===== src/rtl/cpl_order_pkg.sv =====
package cpl_order_pkg;

    localparam int RESP_W = 2;

    // Index width for a count of n items, never zero.
    function automatic int idx_w(input int n);
        return (n <= 1) ? 1 : $clog2(n);
    endfunction

    // Lowest set bit of a request vector (0 when none is set).
    function automatic int first_one(input logic [31:0] v);
        int r;
        r = 0;
        for (int i = 31; i >= 0; i--) begin
            if (v[i]) r = i;
        end
        return r;
    endfunction

endpackage


===== src/rtl/crq_fifo.sv =====
module crq_fifo #(
    parameter int W     = 8,
    parameter int DEPTH = 4
) (
    input  logic         clk,
    input  logic         rst,
    input  logic         push,
    input  logic [W-1:0] din,
    input  logic         pop,
    output logic [W-1:0] dout,
    output logic         empty,
    output logic         full
);
    localparam int PW = cpl_order_pkg::idx_w(DEPTH);
    localparam int CW = $clog2(DEPTH + 1);

    logic [W-1:0]  mem [DEPTH];
    logic [PW-1:0] wr_ptr, rd_ptr;
    logic [CW-1:0] cnt;
    logic          do_push, do_pop;

    assign empty   = (cnt == '0);
    assign full    = (cnt == CW'(DEPTH));
    assign do_push = push && !full;
    assign do_pop  = pop && !empty;
    assign dout    = mem[rd_ptr];

    function automatic logic [PW-1:0] step(input logic [PW-1:0] p);
        return (p == PW'(DEPTH - 1)) ? '0 : p + PW'(1);
    endfunction

    always_ff @(posedge clk) begin
        if (do_push) mem[wr_ptr] <= din;
    end

    always_ff @(posedge clk) begin
        if (rst) begin
            wr_ptr <= '0;
            rd_ptr <= '0;
            cnt    <= '0;
        end else begin
            if (do_push) wr_ptr <= step(wr_ptr);
            if (do_pop)  rd_ptr <= step(rd_ptr);
            cnt <= cnt + CW'(do_push) - CW'(do_pop);
        end
    end

endmodule


===== src/rtl/crq_path.sv =====
module crq_path #(
    parameter int NUM_SRC    = 4,
    parameter int ID_W       = 4,
    parameter int PAY_W      = 34,
    parameter int LEN_W      = 8,
    parameter int ORD_DEPTH  = 8,
    parameter int CQ_DEPTH   = 4,
    parameter bit REORDER_EN = 1'b1,
    localparam int SW        = cpl_order_pkg::idx_w(NUM_SRC)
) (
    input  logic                       clk,
    input  logic                       rst,
    input  logic                       iss_valid,
    output logic                       iss_ready,
    input  logic [ID_W-1:0]            iss_id,
    input  logic [SW-1:0]              iss_src,
    input  logic [LEN_W-1:0]           iss_len,
    input  logic [NUM_SRC-1:0]         s_valid,
    output logic [NUM_SRC-1:0]         s_ready,
    input  logic [NUM_SRC*ID_W-1:0]    s_id,
    input  logic [NUM_SRC*PAY_W-1:0]   s_pay,
    input  logic [NUM_SRC-1:0]         s_last,
    output logic                       m_valid,
    input  logic                       m_ready,
    output logic [ID_W-1:0]            m_id,
    output logic [PAY_W-1:0]           m_pay,
    output logic                       m_last
);
    typedef struct packed {
        logic [ID_W-1:0]  id;
        logic [SW-1:0]    src;
        logic [LEN_W-1:0] len;
    } ord_t;

    localparam int OW = $bits(ord_t);

    // ---------------- ordered path ----------------
    ord_t               ord_in, ord_head;
    logic               ord_empty, ord_full, ord_push, ord_pop;
    logic [NUM_SRC-1:0] q_empty, q_full, q_push, q_pop;
    logic [PAY_W-1:0]   q_dout [NUM_SRC];
    logic [LEN_W-1:0]   beat_cnt;
    logic               ro_valid, ro_last, ro_fire;

    assign ord_in   = '{id: iss_id, src: iss_src, len: iss_len};
    assign ord_push = REORDER_EN && iss_valid && !ord_full;

    crq_fifo #(.W(OW), .DEPTH(ORD_DEPTH)) u_ord (
        .clk   (clk),
        .rst   (rst),
        .push  (ord_push),
        .din   (ord_in),
        .pop   (ord_pop),
        .dout  (ord_head),
        .empty (ord_empty),
        .full  (ord_full)
    );

    for (genvar i = 0; i < NUM_SRC; i++) begin : g_queue
        assign q_push[i] = REORDER_EN && s_valid[i] && !q_full[i];
        assign q_pop[i]  = ro_fire && (ord_head.src == SW'(i));

        crq_fifo #(.W(PAY_W), .DEPTH(CQ_DEPTH)) u_q (
            .clk   (clk),
            .rst   (rst),
            .push  (q_push[i]),
            .din   (s_pay[i*PAY_W +: PAY_W]),
            .pop   (q_pop[i]),
            .dout  (q_dout[i]),
            .empty (q_empty[i]),
            .full  (q_full[i])
        );
    end

    assign ro_valid = !ord_empty && !q_empty[ord_head.src];
    assign ro_last  = (beat_cnt == ord_head.len);
    assign ro_fire  = REORDER_EN && ro_valid && m_ready;
    assign ord_pop  = ro_fire && ro_last;

    always_ff @(posedge clk) begin
        if (rst) begin
            beat_cnt <= '0;
        end else if (ro_fire) begin
            beat_cnt <= ro_last ? '0 : beat_cnt + LEN_W'(1);
        end
    end

    // ---------------- pass-through path ----------------
    logic          bp_busy;
    logic [SW-1:0] bp_src, bp_sel;
    logic          bp_fire;

    assign bp_sel  = bp_busy ? bp_src : SW'(cpl_order_pkg::first_one(32'(s_valid)));
    assign bp_fire = !REORDER_EN && s_valid[bp_sel] && m_ready;

    always_ff @(posedge clk) begin
        if (rst) begin
            bp_busy <= 1'b0;
            bp_src  <= '0;
        end else if (bp_fire) begin
            bp_busy <= !s_last[bp_sel];
            bp_src  <= bp_sel;
        end
    end

    // ---------------- output selection ----------------
    always_comb begin
        if (REORDER_EN) begin
            iss_ready = !ord_full;
            s_ready   = ~q_full;
            m_valid   = ro_valid;
            m_id      = ord_head.id;
            m_pay     = q_dout[ord_head.src];
            m_last    = ro_last;
        end else begin
            iss_ready = 1'b1;
            s_ready   = '0;
            s_ready[bp_sel] = m_ready;
            m_valid   = s_valid[bp_sel];
            m_id      = s_id[bp_sel*ID_W +: ID_W];
            m_pay     = s_pay[bp_sel*PAY_W +: PAY_W];
            m_last    = s_last[bp_sel];
        end
    end

endmodule


===== src/rtl/cpl_order_q.sv =====
module cpl_order_q #(
    parameter int NUM_SRC    = 4,
    parameter int ID_W       = 4,
    parameter int DATA_W     = 32,
    parameter int LEN_W      = 8,
    parameter int ORD_DEPTH  = 8,
    parameter int CQ_DEPTH   = 4,
    parameter bit REORDER_EN = 1'b1,
    localparam int SRC_W     = cpl_order_pkg::idx_w(NUM_SRC)
) (
    input  logic                       clk,
    input  logic                       rst,
    input  logic                       rd_iss_valid,
    output logic                       rd_iss_ready,
    input  logic [ID_W-1:0]            rd_iss_id,
    input  logic [SRC_W-1:0]           rd_iss_src,
    input  logic [LEN_W-1:0]           rd_iss_len,
    input  logic                       wr_iss_valid,
    output logic                       wr_iss_ready,
    input  logic [ID_W-1:0]            wr_iss_id,
    input  logic [SRC_W-1:0]           wr_iss_src,
    input  logic [NUM_SRC-1:0]         s_r_valid,
    output logic [NUM_SRC-1:0]         s_r_ready,
    input  logic [NUM_SRC*ID_W-1:0]    s_r_id,
    input  logic [NUM_SRC*DATA_W-1:0]  s_r_data,
    input  logic [NUM_SRC*2-1:0]       s_r_resp,
    input  logic [NUM_SRC-1:0]         s_r_last,
    input  logic [NUM_SRC-1:0]         s_b_valid,
    output logic [NUM_SRC-1:0]         s_b_ready,
    input  logic [NUM_SRC*ID_W-1:0]    s_b_id,
    input  logic [NUM_SRC*2-1:0]       s_b_resp,
    output logic                       m_r_valid,
    input  logic                       m_r_ready,
    output logic [ID_W-1:0]            m_r_id,
    output logic [DATA_W-1:0]          m_r_data,
    output logic [1:0]                 m_r_resp,
    output logic                       m_r_last,
    output logic                       m_b_valid,
    input  logic                       m_b_ready,
    output logic [ID_W-1:0]            m_b_id,
    output logic [1:0]                 m_b_resp
);
    import cpl_order_pkg::*;

    localparam int RPAY_W = DATA_W + RESP_W;

    logic [NUM_SRC*RPAY_W-1:0] r_pay;
    logic [RPAY_W-1:0]         r_out;
    logic                      wr_last;

    for (genvar i = 0; i < NUM_SRC; i++) begin : g_pack
        assign r_pay[i*RPAY_W +: RPAY_W] = {s_r_resp[i*RESP_W +: RESP_W],
                                            s_r_data[i*DATA_W +: DATA_W]};
    end

    crq_path #(
        .NUM_SRC    (NUM_SRC),
        .ID_W       (ID_W),
        .PAY_W      (RPAY_W),
        .LEN_W      (LEN_W),
        .ORD_DEPTH  (ORD_DEPTH),
        .CQ_DEPTH   (CQ_DEPTH),
        .REORDER_EN (REORDER_EN)
    ) u_rd (
        .clk       (clk),
        .rst       (rst),
        .iss_valid (rd_iss_valid),
        .iss_ready (rd_iss_ready),
        .iss_id    (rd_iss_id),
        .iss_src   (rd_iss_src),
        .iss_len   (rd_iss_len),
        .s_valid   (s_r_valid),
        .s_ready   (s_r_ready),
        .s_id      (s_r_id),
        .s_pay     (r_pay),
        .s_last    (s_r_last),
        .m_valid   (m_r_valid),
        .m_ready   (m_r_ready),
        .m_id      (m_r_id),
        .m_pay     (r_out),
        .m_last    (m_r_last)
    );

    assign m_r_data = r_out[DATA_W-1:0];
    assign m_r_resp = r_out[DATA_W +: RESP_W];

    crq_path #(
        .NUM_SRC    (NUM_SRC),
        .ID_W       (ID_W),
        .PAY_W      (RESP_W),
        .LEN_W      (1),
        .ORD_DEPTH  (ORD_DEPTH),
        .CQ_DEPTH   (CQ_DEPTH),
        .REORDER_EN (REORDER_EN)
    ) u_wr (
        .clk       (clk),
        .rst       (rst),
        .iss_valid (wr_iss_valid),
        .iss_ready (wr_iss_ready),
        .iss_id    (wr_iss_id),
        .iss_src   (wr_iss_src),
        .iss_len   (1'b0),
        .s_valid   (s_b_valid),
        .s_ready   (s_b_ready),
        .s_id      (s_b_id),
        .s_pay     (s_b_resp),
        .s_last    ({NUM_SRC{1'b1}}),
        .m_valid   (m_b_valid),
        .m_ready   (m_b_ready),
        .m_id      (m_b_id),
        .m_pay     (m_b_resp),
        .m_last    (wr_last)
    );

endmodule


===== config.mk =====
export PLATFORM = sky130hd
export DESIGN_NAME = cpl_order_q
export DESIGN_NICKNAME = d
export VERILOG_FILES = /design/src/rtl/cpl_order_pkg.sv /design/src/rtl/crq_fifo.sv /design/src/rtl/crq_path.sv /design/src/rtl/cpl_order_q.sv
export SDC_FILE = /design/constraint.sdc
export NUM_CORES = 1
export LEC_CHECK = 0
export ABC_AREA = 1
export BUFFER_PORTS_ARGS = -buffer_cell sky130_fd_sc_hd__buf_2
export CAP_MARGIN = 20
export CORE_MARGIN = 10
export CORE_UTILIZATION = 55
export DETAILED_ROUTE_END_ITERATION = 10
export GPL_ROUTABILITY_DRIVEN = 0
export PLACE_DENSITY = 0.82
export SLEW_MARGIN = 20
export SYNTH_ARGS = -nofsm -noshare
export SYNTH_HDL_FRONTEND = slang
export SYNTH_HIERARCHICAL = 1
export SYNTH_SLANG_ARGS = --single-unit

===== constraint.sdc =====
create_clock -name clk -period 3.4 [get_ports clk]
set_input_delay 0 -clock clk [delete_from_list [all_inputs] [get_ports clk]]
set_output_delay 0 -clock clk [all_outputs]
set_load 0.05 [all_outputs]

==> flow_metrics.py, run 1 <==
metrics = {
    "outcome": {
        "status": "complete, no violations",
    },
    "clock_tree": {
        "cts_tree": "done",
        "clockRootBuffer": "clkbuf_16",
        "cts_setup_buffers": 0,
        "clk_pin_slew_ns": 0.07,
        "clk_latency_ns": 0.66,
        "cts.sinks": 851,
        "clk_path_buf_depth": 3,
        "htreeDepth": 3,
        "cts-buffers-inserted": 85,
    },
    "cells_and_area": {
        "drive_gt1_frac": 0.190,
        "final_cells": 4605,
        "fin_nets": 3951,
        "layout_commonest_cell": "edfxtp_1",
        "layout_common_cells": "744 x edfxtp_1, 479 x nand2_1, 394 x inv_1",
        "final_area_um2": 43600,
        "syn_to_final_growth_pct": 17.9,
    },
    "setup_path": {
        "cp_slowest_cell": "dfxtp_2",
        "cp_cell_sequence": "inv_6, o21ai_0, o22ai_1, a22oi_1, nand3_1, buf_12",
        "max_stage_delay_ns": 0.78,
        "cp.arrival_ns": 3.30,
        "cp.required_ns": 3.40,
        "rrSetupSlack_ns": 0.22,
        "startpoint_type": "flop",
        "worstSetupPathType": "reg -> out",
        "crit_path_max_fanout": 68,
        "critPathCaptureType": "output pin",
    },
    "timing": {
        "max-slew-margin-rel": 0.465,
        "whs_ns": 0.0878,
        "hold_violations": 0,
        "timing.fmax_mhz": 303,
        "timing.final.crit_share": 0.970,
        "setup_violations": 0,
        "rsz0062_at_grt": "false",
        "maxSlewViolCount": 0,
        "period_minus_slack_ns": 3.30,
        "worst_pin_slew_ns": 0.797,
        "clock-skew-final_ns": 0.0290,
        "tns_ns": 0,
    },
    "detailed_routing": {
        "detail_route.first_pass.iterations": 7,
        "drc_errors": 0,
        "vias": 25500,
        "via_per_inst": 5.54,
        "drt-total-wl_um": 93100,
        "post_drt_wl_per_cell_um": 20.2,
        "ant_nets": 0,
        "first_iter_violations": 2951,
    },
    "global_routing": {
        "grt_pass1_vias": 24700,
        "antenna_found_initial": 16,
        "grt_start_max_net_pins": 69,
        "grt_pass1_wl_um": 140000,
        "gr-total-overflow": 0,
        "grt.total_usage": 0.231,
    },
    "place": {
        "port_buffers": 234,
        "placed_area_um2": 39100,
        "detailed_place_hpwl_um": 55900,
        "dp_cells": 4257,
    },
    "die": {
        "rows": 95,
        "dieArea_um2": 78000,
        "start_util": 0.553,
        "die_h_um": 279,
        "core_um2": 66900,
        "fp.dieW_um": 279,
        "ios": 271,
    },
    "yosys": {
        "synth_area_per_cell_um2": 11.6,
        "netlist_area_um2": 37000,
        "synth_cells": 3202,
        "ys_warn_count": 6,
    },
    "pwr": {
        "powerDensity_nw_per_um2": 729,
        "leakagePower_uw": 0.0172,
        "peakVddDrop_mv": 0.622,
        "totalPowerFinal_uw": 31800,
    },
    "hold_path": {
        "hold_start": "s_r_data[7]",
        "min_path_type": "in -> reg",
    },
    "run": {
        "drv_cap": 0,
    },
}
## worst max-delay path: cells and delay by family, from the launching register on
kind | cells | cell delay [ns]
AO/OA/AOI/OAI | 3 | 0.98
buffers and inverters | 2 | 0.61
flip-flops | 1 | 0.78
AND/OR/NAND/NOR | 1 | 0.29
## through the flow
step	util	setup WS, ns
6_report	0.652	0.102
5_1_grt	0.652	0.000832
4_1_cts	0.650	0.0185
3_5_place_dp	0.584	0.0739
3_3_place_gp	0.584	0.197
2_1_floorplan	-	0.184
## sequential cells by signal (all words and copies together), names as in the netlist, 4 cells and up, named ones only
| name | flops |
|---|---|
| u_wr/u_ord/cnt | 4 |
| u_wr/g_queue.u_q/rd_ptr | 8 |
| u_rd/g_queue.u_q/rd_ptr | 8 |
| u_wr/g_queue.u_q/mem | 32 |
| u_rd/beat_cnt | 8 |
| u_rd/g_queue.u_q/wr_ptr | 8 |
| u_rd/g_queue.u_q/cnt | 12 |
| u_wr/u_ord/mem | 56 |
| u_rd/u_ord/mem | 112 |
| u_rd/g_queue.u_q/mem | 544 |
| u_wr/g_queue.u_q/wr_ptr | 8 |
| u_wr/g_queue.u_q/cnt | 12 |
| u_rd/u_ord/cnt | 4 |
## power breakdown
group	internal [uW]	total (uW)	switching, uW
Clock	4970	8970	3990
Combinational	2600	9050	6440
Sequential	13100	13800	656
## layer usage
metal | GRT usage | vias up | routed length (um)
met5 | 0 | - | 72
met4 | 0.0902 | 12 | 3250
met3 | 0.0476 | 209 | 9240
met2 | 0.391 | 1322 | 45900
met1 | 0.289 | 12100 | 34600
li1 | - | 11800 | -
## path summary, 6_finish.rpt
kind                                                       to  cells past startpoint
worst min register to register  u_rd/g_queue[3].u_q/rd_ptr[1]                      2
worst max register to register              u_rd/u_ord/cnt[2]                     21
worst max-delay path                              m_r_data[0]                      6
worst min-delay path            u_rd/g_queue[0].u_q/mem[2][7]                      2
## what timing repair did
| item | CTS | global route |
|---|---|---|
| gates cloned | 0 | 1 |
| endpoints found under the setup margin | 3 | 28 |
| endpoints found under the hold margin | 806 | 0 |
| hold buffers | 177 | 0 |
| gates resized for setup | 3 | 16 |
## cell type report
cell class                      instances  area, um2
Timing Repair Buffer                  481       3590
Tap cell                              873       1090
Antenna cell                           15       37.5
Clock inverter                         46        405
Inverter                              414       1590
Multi-Input combinational cell       1816      10200
Clock buffer                          109       2230
Sequential cell                       851      24500
Fill cell                            4618      23300
No activity file was read; power rests on OpenSTA's default activity.
==> inputs of run 2 (changes only) <==
--- a/config.mk
+++ b/config.mk
@@ -8,11 +8,10 @@
 export ABC_AREA = 1
 export BUFFER_PORTS_ARGS = -buffer_cell sky130_fd_sc_hd__buf_2
 export CAP_MARGIN = 20
-export CORE_MARGIN = 10
-export CORE_UTILIZATION = 55
+export CORE_UTILIZATION = 45
 export DETAILED_ROUTE_END_ITERATION = 10
 export GPL_ROUTABILITY_DRIVEN = 0
-export PLACE_DENSITY = 0.82
+export PLACE_DENSITY = 0.7
 export SLEW_MARGIN = 20
 export SYNTH_ARGS = -nofsm -noshare
 export SYNTH_HDL_FRONTEND = slang
==> flow_metrics.py, run 2 (synthesized netlist as in run 1, its figures left out) <==
metrics = {
    "outcome": {
        "status": "finished, violations left",
        "failed_checks": "DRC",
    },
    "timing": {
        "worst_pin_slew_ns": 0.801,
        "timing.final.crit_share": 0.956,
        "setup_violations": 0,
        "period_minus_slack_ns": 3.25,
        "timing.fmax_mhz": 308,
        "maxSlewViolCount": 0,
        "clock-skew-final_ns": 0.0482,
        "max-slew-margin-rel": 0.466,
        "hold_violations": 0,
        "layout_setup_ws_ns": 0.151,
    },
    "pwr": {
        "p_sw_frac": 0.339,
        "combPwrFrac": 0.276,
        "sequentialPowerShare": 0.424,
        "peakVddDrop_mv": 0.657,
        "powerDensity_nw_per_um2": 730,
        "leakagePower_uw": 0.0174,
        "p_sw_uw": 10900,
        "p_clk_frac": 0.299,
        "p_int_uw": 21400,
    },
    "die": {
        "start_util": 0.457,
        "fp.dieW_um": 289,
        "die_h_um": 289,
        "dieArea_um2": 83400,
        "rows": 104,
        "core_um2": 80900,
        "ios": 271,
    },
    "global_routing": {
        "antenna_found_initial": 18,
        "grt.total_usage": 0.206,
        "grt_pass1_vias": 23200,
        "grt_busiest_layer": "met2",
        "met2_usage": 0.340,
        "grt.met1_usage": 0.273,
        "grt_start_max_net_pins": 69,
        "grtUsageMet3": 0.0369,
        "gr-total-overflow": 0,
        "grt_pass1_wl_um": 131000,
    },
    "setup_path": {
        "max_stage_delay_ns": 0.72,
        "crit_path_max_fanout": 34,
        "timing.critical_path.mode_cell": "nand2_1",
        "cp_slowest_cell": "a22oi_1",
        "ff2ff_path_depth": 24,
        "critPathCaptureType": "output pin",
        "cp_cell_sequence": "inv_6, nand2_1, nand3_1, nand2_1, nand2_1, nand2_1, nand2_2, inv_2, buf_4, a22oi_1, nand2_1, buf_2",
        "critPathTopFamily": "simple AND/OR/NAND/NOR gates",
        "worstSetupPathType": "reg -> out",
        "cp.arrival_ns": 3.25,
        "startpoint_type": "flop",
        "cp.required_ns": 3.40,
        "rrSetupSlack_ns": 0.32,
        "crit_buf_inv": 4,
        "r2r_end": "u_rd/g_queue[0].u_q/cnt[2]",
    },
    "place": {
        "placed_area_um2": 39400,
        "detailed_place_hpwl_um": 54900,
        "port_buffers": 234,
        "post-place-ws_ns": 0.0620,
        "dp_cells": 4451,
    },
    "detailed_routing": {
        "first_iter_violations": 1813,
        "via_per_inst": 5.10,
        "post_drt_wl_per_cell_um": 18.3,
        "drt-total-wl_um": 87900,
        "ant_nets": 0,
        "detail_route.first_pass.iterations": 8,
        "vias": 24500,
        "drc_errors": 3,
    },
    "hold_path": {
        "hold_start": "s_r_data[17]",
        "min_path_type": "in -> reg",
        "hold_depth": 2,
        "holdPathEnd": "u_rd/g_queue[0].u_q/mem[0][17]",
    },
    "clock_tree": {
        "clk_pin_slew_ns": 0.06,
        "cts.sinks": 851,
        "htreeDepth": 3,
        "cts_tree": "done",
        "cts-buffers-inserted": 89,
        "clk_latency_ns": 0.65,
        "clk_path_buf_depth": 3,
        "clockRootBuffer": "clkbuf_16",
    },
    "cells_and_area": {
        "fin_nets": 3964,
        "final_cells": 4804,
        "largest_register_ffs": 544,
        "final_area_um2": 44300,
        "drive_gt1_frac": 0.198,
        "top_register": "u_rd/g_queue.u_q/mem",
        "layout_commonest_cell": "edfxtp_1",
        "layout_common_cells": "744 x edfxtp_1, 480 x nand2_1, 394 x inv_1",
        "syn_to_final_growth_pct": 19.7,
        "largestRegisters": "u_rd/g_queue.u_q/mem: 544 flops, u_rd/u_ord/mem: 112 flops, u_wr/u_ord/mem: 56 flops",
    },
    "run": {
        "drv_cap": 0,
    },
}
run 2: cell count changes in the layout (fill, tap and decap cells not counted), sizes merged:
cell	previous run	this run
bufinv	4	7
clkbuf	110	107
clkinv	37	43
diode	15	10
inv	418	415
dlygate4sd3	177	178
clkinvlp	1	7
buf	303	310
run 2: worst max path at each step:
| stage | startpoint | to | slack, ns | cells past startpoint |
|---|---|---|---|---|
| 6_report | flop | m_r_resp[1] | 0.15 | 12 |
| 5_1_grt | flop | u_rd/u_ord/cnt[2] | -0.004 | 21 |
| 4_1_cts | flop | u_wr/g_queue[2].u_q/cnt[2] | 0.01 | 23 |
| 3_5_place_dp | flop | u_wr/g_queue[2].u_q/cnt[2] | 0.06 | 23 |
| 3_3_place_gp | flop | u_wr/g_queue[2].u_q/cnt[2] | 0.12 | 23 |
| 2_1_floorplan | flop | u_rd/u_ord/cnt[2] | 0.18 | 24 |
run 2: timing repair:
item,in CTS,in global routing
resized for setup,0,17
hold buffers,178,0
buffers inserted,0,0
setup endpoints to repair,0,15
hold endpoints to repair,819,0
run 2: layer usage:
layer / up-vias / wire (um)
li1: 11800 / -
met1: 11600 / 36300
met2: 797 / 42200
met3: 186 / 6630
met4: 20 / 2750
met5: - / 138
run 2: power groups by stage:
stage,logic [uW],registers [uW],clock network [uW]
global route,9770,13900,10200
global placement,8570,13900,0
floorplan,6050,13800,0
finish,8940,13700,9680
detailed placement,8690,13900,0
CTS,8930,13700,9840
run 2: worst reg2reg max path, delay by kind of cell, from the launching register on:
kind / cells / cell delay [ns]
simple gates: 15 / 1.45
fa+ha+maj: 3 / 0.71
buf+inv: 6 / 0.44
flops: 1 / 0.41
run 2: layout make-up:
| class | instances | area, um2 |
|---|---|---|
| multi-input cells | 1816 | 10200 |
| flip-flops and latches | 851 | 24500 |
| fillers | 6659 | 36700 |
| clock inverters | 58 | 559 |
| diodes | 10 | 25.0 |
| well taps | 1060 | 1330 |
| repair buffers | 490 | 3690 |
| clock buffers | 105 | 2400 |
| inverters | 414 | 1580 |
run 2: through the flow:
stage / hold slack (ns) / utilization / TNS (ns) / total power [uW]
3_5_place_dp: 0.215 / 0.487 / 0 / 22600
5_1_grt: 0.0825 / 0.547 / -0.00366 / 33800
6_report: 0.0960 / 0.547 / 0 / 32300
2_1_floorplan: 0.0667 / - / 0 / 19900
3_3_place_gp: 0.214 / 0.487 / 0 / 22500
4_1_cts: 0.0568 / 0.545 / 0 / 32500
